==> config.mk <==
export PLATFORM = sky130hd
export DESIGN_NAME = qdi_frontend
export DESIGN_NICKNAME = d
export VERILOG_FILES = /design/src/rtl/qdi_pkg.sv /design/src/rtl/qdi_sync.sv /design/src/rtl/qdi_quad.sv /design/src/rtl/qdi_index.sv /design/src/rtl/qdi_frontend.sv
export SDC_FILE = /design/constraint.sdc
export NUM_CORES = 1
export LEC_CHECK = 0
export BUFFER_PORTS_ARGS = -buffer_cell sky130_fd_sc_hd__buf_2
export CORE_MARGIN = 2
export CORE_UTILIZATION = 35
export CTS_CLUSTER_SIZE = 40
export DETAILED_ROUTE_END_ITERATION = 8
export PLACE_DENSITY = 0.58
export SETUP_SLACK_MARGIN = 0.5
export SLEW_MARGIN = 20
export SYNTH_ARGS = -nofsm -noshare
export SYNTH_HDL_FRONTEND = slang
export SYNTH_SLANG_ARGS = --single-unit
==> constraint.sdc <==
create_clock -name clk -period 2.48 [get_ports clk]
set_input_delay 0.124 -clock clk [delete_from_list [all_inputs] [get_ports clk]]
set_output_delay 0.124 -clock clk [all_outputs]
set_load 0.03 [all_outputs]
==> src/rtl/qdi_pkg.sv <==
package qdi_pkg;

    typedef enum logic [1:0] {
        QM_PLAIN = 2'd0,
        QM_X1    = 2'd1,
        QM_X2    = 2'd2,
        QM_X4    = 2'd3
    } quad_mode_e;

    typedef struct packed {
        quad_mode_e quad;
        logic       ab_en;
        logic       preset_off;
        logic       idx_sync;
        logic       idx_pos;
    } chan_cfg_t;

    typedef struct packed {
        logic pa;
        logic pb;
        logic en;
        logic up;
        logic noise;
    } quad_state_t;

    typedef struct packed {
        logic qual;
        logic load;
    } idx_state_t;

    localparam int          CMD_W       = 8;
    localparam logic [2:0]  CLS_MODE    = 3'b001;
    localparam logic [2:0]  CLS_IO      = 3'b010;
    localparam logic [2:0]  CLS_IDX     = 3'b011;
    localparam logic [CMD_W-1:0] CMD_ERR_CLR = 8'h06;

    localparam chan_cfg_t CFG_RESET = '{
        quad:       QM_PLAIN,
        ab_en:      1'b0,
        preset_off: 1'b0,
        idx_sync:   1'b0,
        idx_pos:    1'b0
    };

endpackage

==> src/rtl/qdi_sync.sv <==
module qdi_sync #(
    parameter int WIDTH  = 3,
    parameter int STAGES = 2
) (
    input  logic             clk,
    input  logic             rst_n,
    input  logic [WIDTH-1:0] din,
    output logic [WIDTH-1:0] dout
);
    logic [WIDTH-1:0] chain_d [STAGES];
    logic [WIDTH-1:0] chain_q [STAGES];

    always_comb begin
        chain_d[0] = din;
        for (int s = 1; s < STAGES; s++) begin
            chain_d[s] = chain_q[s-1];
        end
    end

    generate
        for (genvar g = 0; g < STAGES; g++) begin : g_stage
            always_ff @(posedge clk or negedge rst_n) begin
                if (!rst_n) chain_q[g] <= '0;
                else        chain_q[g] <= chain_d[g];
            end
        end
    endgenerate

    assign dout = chain_q[STAGES-1];

endmodule

==> src/rtl/qdi_quad.sv <==
module qdi_quad
    import qdi_pkg::*;
(
    input  logic       clk,
    input  logic       rst_n,
    input  logic       a,
    input  logic       b,
    input  quad_mode_e quad,
    input  logic       ab_en,
    input  logic       err_clr,
    output logic       cnt_en,
    output logic       cnt_up,
    output logic       noise_err
);
    quad_state_t st_d, st_q;
    logic a_chg, b_chg, fwd, hit, dir, bad;

    always_comb begin
        a_chg = a ^ st_q.pa;
        b_chg = b ^ st_q.pb;
        fwd   = a_chg ? (a ^ b) : ~(a ^ b);
        hit   = 1'b0;
        dir   = fwd;
        unique case (quad)
            QM_PLAIN: begin
                hit = a & ~st_q.pa;
                dir = b;
            end
            QM_X1:   hit = a & ~st_q.pa & ~b_chg;
            QM_X2:   hit = a_chg & ~b_chg;
            QM_X4:   hit = a_chg ^ b_chg;
            default: hit = 1'b0;
        endcase
        bad = (quad != QM_PLAIN) & a_chg & b_chg;

        st_d    = st_q;
        st_d.pa = a;
        st_d.pb = b;
        st_d.en = 1'b0;
        if (err_clr) st_d.noise = 1'b0;
        if (ab_en) begin
            if (hit) begin
                st_d.en = 1'b1;
                st_d.up = dir;
            end
            if (bad) st_d.noise = 1'b1;
        end
    end

    always_ff @(posedge clk or negedge rst_n) begin
        if (!rst_n) st_q <= '0;
        else        st_q <= st_d;
    end

    assign cnt_en    = st_q.en;
    assign cnt_up    = st_q.up;
    assign noise_err = st_q.noise;

    AST_NO_COUNT_WHEN_OFF: assert property (@(posedge clk) disable iff (!rst_n)
        !ab_en |=> !cnt_en);
    AST_NOISE_STICKY: assert property (@(posedge clk) disable iff (!rst_n)
        (noise_err && !err_clr) |=> noise_err);
    AST_PLAIN_NO_NOISE: assert property (@(posedge clk) disable iff (!rst_n)
        (quad == QM_PLAIN && !noise_err) |=> !noise_err);
    AST_DIR_HELD: assert property (@(posedge clk) disable iff (!rst_n)
        !cnt_en |-> $stable(cnt_up));

endmodule

==> src/rtl/qdi_index.sv <==
module qdi_index
    import qdi_pkg::*;
(
    input  logic clk,
    input  logic rst_n,
    input  logic idx,
    input  logic a,
    input  logic b,
    input  logic idx_pos,
    input  logic idx_sync,
    input  logic preset_off,
    output logic preset_load
);
    idx_state_t ix_d, ix_q;
    logic active;

    always_comb begin
        active    = idx_pos ? idx : ~idx;
        ix_d.qual = active & (~idx_sync | (~a & ~b));
        ix_d.load = ix_d.qual & ~ix_q.qual & ~preset_off;
    end

    always_ff @(posedge clk or negedge rst_n) begin
        if (!rst_n) ix_q <= '{qual: 1'b1, load: 1'b0};
        else        ix_q <= ix_d;
    end

    assign preset_load = ix_q.load;

    AST_PRESET_OFF: assert property (@(posedge clk) disable iff (!rst_n)
        preset_off |=> !preset_load);
    AST_LOAD_SINGLE: assert property (@(posedge clk) disable iff (!rst_n)
        preset_load |=> !preset_load);

endmodule

==> src/rtl/qdi_frontend.sv <==
module qdi_frontend
    import qdi_pkg::*;
#(
    parameter int SYNC_STAGES = 2
) (
    input  logic             clk,
    input  logic             rst_n,
    input  logic             enc_a,
    input  logic             enc_b,
    input  logic             enc_idx,
    input  logic             cmd_valid,
    input  logic [CMD_W-1:0] cmd_data,
    output logic             cnt_en,
    output logic             cnt_up,
    output logic             preset_load,
    output logic             idx_level,
    output logic             noise_err
);
    localparam int PIN_W = 3;

    chan_cfg_t      cfg_d, cfg_q;
    logic [2:0]     cls;
    logic           err_clr;
    logic [PIN_W-1:0] pins_s;

    always_comb begin
        cls     = cmd_data[7:5];
        err_clr = cmd_valid && (cmd_data == CMD_ERR_CLR);
        cfg_d   = cfg_q;
        if (cmd_valid) begin
            unique case (cls)
                CLS_MODE: begin
                    cfg_d.quad = quad_mode_e'(cmd_data[4:3]);
                    if (cmd_data[4:3] == 2'd0) cfg_d.idx_sync = 1'b0;
                end
                CLS_IO: begin
                    cfg_d.ab_en      = cmd_data[0];
                    cfg_d.preset_off = cmd_data[1];
                end
                CLS_IDX: begin
                    cfg_d.idx_pos  = cmd_data[1];
                    cfg_d.idx_sync = cmd_data[0] & (cfg_q.quad != QM_PLAIN);
                end
                default: cfg_d = cfg_q;
            endcase
        end
    end

    always_ff @(posedge clk or negedge rst_n) begin
        if (!rst_n) cfg_q <= CFG_RESET;
        else        cfg_q <= cfg_d;
    end

    qdi_sync #(.WIDTH(PIN_W), .STAGES(SYNC_STAGES)) u_sync (
        .clk  (clk),
        .rst_n(rst_n),
        .din  ({enc_idx, enc_b, enc_a}),
        .dout (pins_s)
    );

    qdi_quad u_quad (
        .clk      (clk),
        .rst_n    (rst_n),
        .a        (pins_s[0]),
        .b        (pins_s[1]),
        .quad     (cfg_q.quad),
        .ab_en    (cfg_q.ab_en),
        .err_clr  (err_clr),
        .cnt_en   (cnt_en),
        .cnt_up   (cnt_up),
        .noise_err(noise_err)
    );

    qdi_index u_index (
        .clk        (clk),
        .rst_n      (rst_n),
        .idx        (pins_s[2]),
        .a          (pins_s[0]),
        .b          (pins_s[1]),
        .idx_pos    (cfg_q.idx_pos),
        .idx_sync   (cfg_q.idx_sync),
        .preset_off (cfg_q.preset_off),
        .preset_load(preset_load)
    );

    assign idx_level = pins_s[2];

    AST_SYNC_NEEDS_QUAD: assert property (@(posedge clk) disable iff (!rst_n)
        cfg_q.idx_sync |-> (cfg_q.quad != QM_PLAIN));
    AST_IO_APPLIED: assert property (@(posedge clk) disable iff (!rst_n)
        (cmd_valid && cls == CLS_IO) |=> (cfg_q.ab_en == $past(cmd_data[0])));

endmodule

==> out/metrics.yaml, run 1 <==
status: "complete, no violations"
dp_cells: 114
cts_max_level: 1
via_per_inst: 4.66
final_area_sq_mm: 0.00105
worst_skew_pair.late_latency_ps: 300
detailed_place_hpwl_microns: 1110
p_total_uw: 739
setup_tns_ps: 0
drv_cap: 0
r2r_cells: 5
drt-initial-drc-count: 6
final-setup-viol-count: 0
ys_seq_area_share_pct: 55.9
ant_nets: 0
fp-row-count: 17
synth_async_sr_flop_share_pct: 100
max_clock_freq_mhz: 554
intPower_uw: 508
r2r-start: "u_sync.dout[0]"
overflow: 0
clkSinkCount: 19
port-buffer-count: 18
ys_warn_count: 0
post-route-period-util_pct: 72.8
fp.coreArea_sq_mm: 0.00225
rsz0062_at_grt: "no"
ys.flop_type: "dfrtp_1"
switchingPower_uw: 231
worstSetupStartpoint: "u_sync.dout[0]"
cts_buffer_depth: 2
syn_area_sq_um: 853
drive_gt1_share_pct: 31.9
p_sw_share_pct: 31.2
finalNetCount: 114
hp-class: "in -> reg"
pwr-share-comb_pct: 26.9
clock_power_share_pct: 21.4
numCtsBuffers: 3
clk_pin_slew_worst_paths_ps: 110
startpoint_type: "register"
gp_congestion: 0.773
rrSetupSlack_ps: 680
grt_max_degree: 20
whs_path_depth: 2
endpoint_kind: "register"
p_leak_nw: 0.499
drc: 0
ir_drop_mv: 0.401
wire_per_inst_microns: 11.9
powerDensity_mw_per_mm2: 707
cts_root_buf: "clkbuf_4"
arrival_ps: 2000
syn_to_final_growth_pct: 22.6
max_slew_margin_pct: 72.0
grt_pass1_vias: 553
post-cts-setup-buffer-count: 0
place_area_sq_um: 978
die-height_microns: 53.4
netlist_instances: 68
yosysTopAreaCell: "dfrtp_1"
path_max_fanout: 4
die_x_microns: 53.4
grt_antenna_before_repair: 0
yosysTopAreaCellShare_pct: 52.8
synth_edf_count: 0
yosysMostFrequentCell: "dfrtp_1"
ys_seq_elements: 19
grt_pass1_wl_microns: 2370
worstHoldStart: "cmd_data[4]"
worst_slew_pin_slew_ps: 420
first_pass_iters: 4
seqPwrFrac_pct: 51.7
num_antenna_cells: 0
post-route-util_pct: 46.4
drv_slew: 0
initial_core_util_pct: 37.8
fin_cells: 122
syn_avg_cell_area_sq_um: 12.5
routed_wl_microns: 1450
worstSetupPathType: "reg -> reg"
ys_types: 24
hold_viol_final: 0
finClkSkew_ps: 7.27
syn-num-nets: 87
track_usage_pct: 12.3
boundaryPins: 19
cts_tree: "built"
period_needed_ps: 1800
dieArea_sq_mm: 0.00285
synthTopCellsByArea: "dfrtp_1 53%, ha_1 7.3%, mux2_2 4.0%"
route.vias.total: 569
critPathRequiredTime_ps: 2670
synth_commonest_cells: "18 x dfrtp_1, 8 x inv_1, 5 x ha_1"
==> power by group through the flow <==
| stage | sequential (mW) | clock [mW] | combinational, mW |
|---|---|---|---|
| final | 0.382 | 0.158 | 0.199 |
| after global routing | 0.387 | 0.176 | 0.219 |
| after CTS | 0.383 | 0.169 | 0.202 |
| after detailed placement | 0.390 | 0 | 0.196 |
| after global placement | 0.389 | 0 | 0.194 |
| after floorplan | 0.420 | 0 | 0.106 |
==> cell type report <==
class,count,area (sq um)
Fill cell,233,1210
Sequential cell,19,477
Multi-Input combinational cell,40,343
Timing Repair Buffer,22,130
Tap cell,28,35.0
Inverter,9,33.8
Clock buffer,3,22.5
Clock inverter,1,5.00
==> worst paths after layout <==
kind / endpoint
hold / removal: cfg_q[5]
max in group asynchronous: u_index.ix_q[1]
setup / recovery: u_quad.cnt_up
setup reg to reg: u_quad.cnt_up
hold reg to reg: u_sync.dout[1]
min in group asynchronous: cfg_q[5]
==> sequential cells by signal (all words and copies together), names as in the netlist <==
register / flops
u_index.ix_q: 1
u_index.preset_load: 1
u_quad.noise_err: 1
u_quad.cnt_up: 1
u_quad.cnt_en: 1
u_sync.dout: 3
u_sync.chain_d: 3
cfg_q: 6
u_quad.st_q: 2
==> routing by layer <==
metal,GRT usage (%),part of all wire (%),vias to the layer above
li1,-,-,285
met1,14.6,45,269
met2,18.7,48,10
met3,3.39,3.3,5
met4,8.97,3.0,0
met5,0,0,-
==> cells in the final DEF, fill, tap and decap left out, types with 2 or more instances in the layout <==
cell	instances
dfrtp_1	18
nand4_1	3
nor3b_1	3
ha_1	5
dlygate4sd3_1	4
o21ai_0	2
mux2_2	3
nor2_1	3
xor2_1	2
mux2_1	2
o31ai_1	2
nand2b_1	2
inv_1	8
buf_2	18
clkbuf_4	3
nand2_1	4
==> kinds of logic (layout without fill, tap and decap cells) <==
family	Yosys count	in the layout	share of synthesized area (%)
DFF	19	19	55.9
xor gates and xnor gates	4	4	5.72
and+or+nand+nor	17	17	10.7
AOI/OAI and AO/OA	8	8	8.06
buffers and inverters	9	35	3.96
adders and majority gates	5	5	7.33
muxes	6	6	8.36
==> critical path: stages, from the launching register on <==
cell      delay, ps
dfrtp_1         410
ha_1            340
nand2b_1        160
a211o_1         290
a31oi_4         200
mux2_4          310
==> per-stage QoR <==
stage               hold slack (ps)  setup WS, ps
floorplan                      -172           749
global placement               82.6           725
detailed placement             89.8           691
CTS                            49.5           671
global route                   62.2           618
finish                         63.2           676
==> what timing repair did <==
item / CTS / global route
hold endpoints to repair: 21 / 0
gates resized for setup: 0 / 0
hold buffers: 4 / 0
Power figures use the tool's default switching activity.
==> run 2, diff against run 1 <==
clock period = 1.67 ns   (was 2.48 ns; I/O delays follow)
==> out/metrics.yaml, run 2 (same netlist as run 1, synthesis figures left out) <==
violations: "setup timing"
cts_root_buf: "clkbuf_4"
p_leak_nw: 0.535
drc: 0
drv_slew: 0
drive_gt1_share_pct: 46.1
rrSetupSlack_ps: -10
drt-initial-drc-count: 9
r2r_cells: 5
status: "finished with violations"
fin_cells: 130
final_cell_mix: "18 x dfrtp_1, 18 x buf_2, 7 x buf_4"
startpoint_type: "register"
path_max_fanout: 3
gp_congestion: 0.747
intPower_uw: 809
r2r-start: "u_sync.dout[0]"
post-route-period-util_pct: 101
n_fill_cell: 219
arrival_ps: 1870
fp.coreArea_sq_mm: 0.00225
period_needed_ps: 1680
cts_max_level: 1
cts_buffer_depth: 2
max_clock_freq_mhz: 595
dieArea_sq_mm: 0.00285
numCtsBuffers: 3
die_x_microns: 53.4
grt_pass1_vias: 595
reg2reg_to: "u_quad.cnt_up"
hp-class: "in -> reg"
finalNetCount: 122
regMostFlops: "cfg_q"
dp_cells: 118
ir_drop_mv: 0.575
syn_to_final_growth_pct: 34.8
holdWs_ps: 34.2
via_per_inst: 4.58
port-buffer-count: 18
setup_tns_ps: -9.84
rsz0062_at_grt: "yes"
fp-row-count: 17
wire_per_inst_microns: 11.3
first_pass_iters: 3
powerDensity_mw_per_mm2: 1010
clock_power_share_pct: 20.0
holdPathEnd: "cfg_q[4]"
cts_tree: "built"
worstSetupPathType: "reg -> reg"
critPathRequiredTime_ps: 1860
seqPwrFrac_pct: 49.0
worst_slew_pin_slew_ps: 410
whs_path_depth: 2
hold_viol_final: 0
largest_reg_flops: 6
endpoint_kind: "register"
initial_core_util_pct: 37.8
routed_wl_microns: 1470
worst_skew_pair.late_latency_ps: 290
grt_pass1_wl_microns: 2530
p_sw_share_pct: 30.4
die-height_microns: 53.4
route.vias.total: 595
clkSinkCount: 19
drv_cap: 0
final-setup-viol-count: 1
grt_antenna_before_repair: 0
worst_slack_ps: -9.84
max_slew_margin_pct: 72.7
p_total_mw: 1.16
overflow: 0
detailed_place_hpwl_microns: 1100
worstHoldStart: "cmd_data[3]"
clk_pin_slew_worst_paths_ps: 110
num_antenna_cells: 0
grt_max_degree: 20
track_usage_pct: 12.7
pwr-share-comb_pct: 31.0
dp_slack_ps: -18.4
ant_nets: 0
boundaryPins: 19
finClkSkew_ps: 2.05
switchingPower_uw: 353
[run 2: changes by cell type in the layout (fill, tap and decap cells not counted), moves of 2 or more]
cell and change:
buf_4 +7, ha_1 -3, ha_4 +2, inv_1 -4
inv_2 +3
[run 2: cell type report]
cell class / instances / area [sq um] / share of cell area (%)
well taps: 28 / 35.0 / 3.05
inverters: 9 / 36.3 / 3.16
clock buffers: 4 / 26.3 / 2.29
repair buffers: 30 / 194 / 16.9
flip-flops and latches: 19 / 477 / 41.5
multi-input cells: 40 / 382 / 33.2
[run 2: power groups by stage]
stage                     registers (mW)  logic [mW]  clock network, mW
after floorplan                    0.625       0.161                  0
after global placement             0.575       0.318                  0
after detailed placement           0.577       0.322                  0
after CTS                          0.570       0.346              0.240
after global routing               0.579       0.406              0.261
final                              0.570       0.360              0.232
[run 2: critical path, cell delays in order (launching register included)]
cell      delay, ps
dfrtp_1         430
ha_4            230
nand2b_1        130
a211o_1         290
a31oi_4         180
mux2_4          310
[run 2: how the worst max path moves through the flow]
stage,from,to,slack [ps],depth (start not counted)
finish,u_sync.dout[0],u_quad.cnt_up,-10,5
global placement,u_quad.st_q[4],u_quad.cnt_up,-7,6
CTS,u_quad.st_q[4],u_quad.cnt_up,-20,6
detailed placement,u_quad.st_q[4],u_quad.cnt_up,-20,6
global route,cfg_q[4],u_quad.cnt_up,-60,6
floorplan,cfg_q[4],u_quad.cnt_up,20,6
[run 2: through the flow]
step | utilization, % | instance area [sq um]
5_1_grt | 51.0 | 1150
2_1_floorplan | - | 866
3_5_place_dp | 45.3 | 1020
6_report | 51.0 | 1150
3_3_place_gp | 45.3 | 1020
4_1_cts | 49.5 | 1120
[run 2: repair_timing]
item	4_1_cts	5_1_grt
hold buffers	4	0
setup buffers	2	2
pin swaps	2	6
endpoints found under the hold margin	21	0
resized for setup	4	7
cloned	0	0
endpoints found under the setup margin	3	4
[run 2: routing by layer]
metal,vias to the layer above,part of all wire [%],wire length [microns],track usage [%]
met2,9,51,755,20.8
met3,2,3.4,50,3.39
met1,287,44,651,15.6
met4,0,0.68,10,5.13
met5,-,0,0,0
li1,297,-,-,-
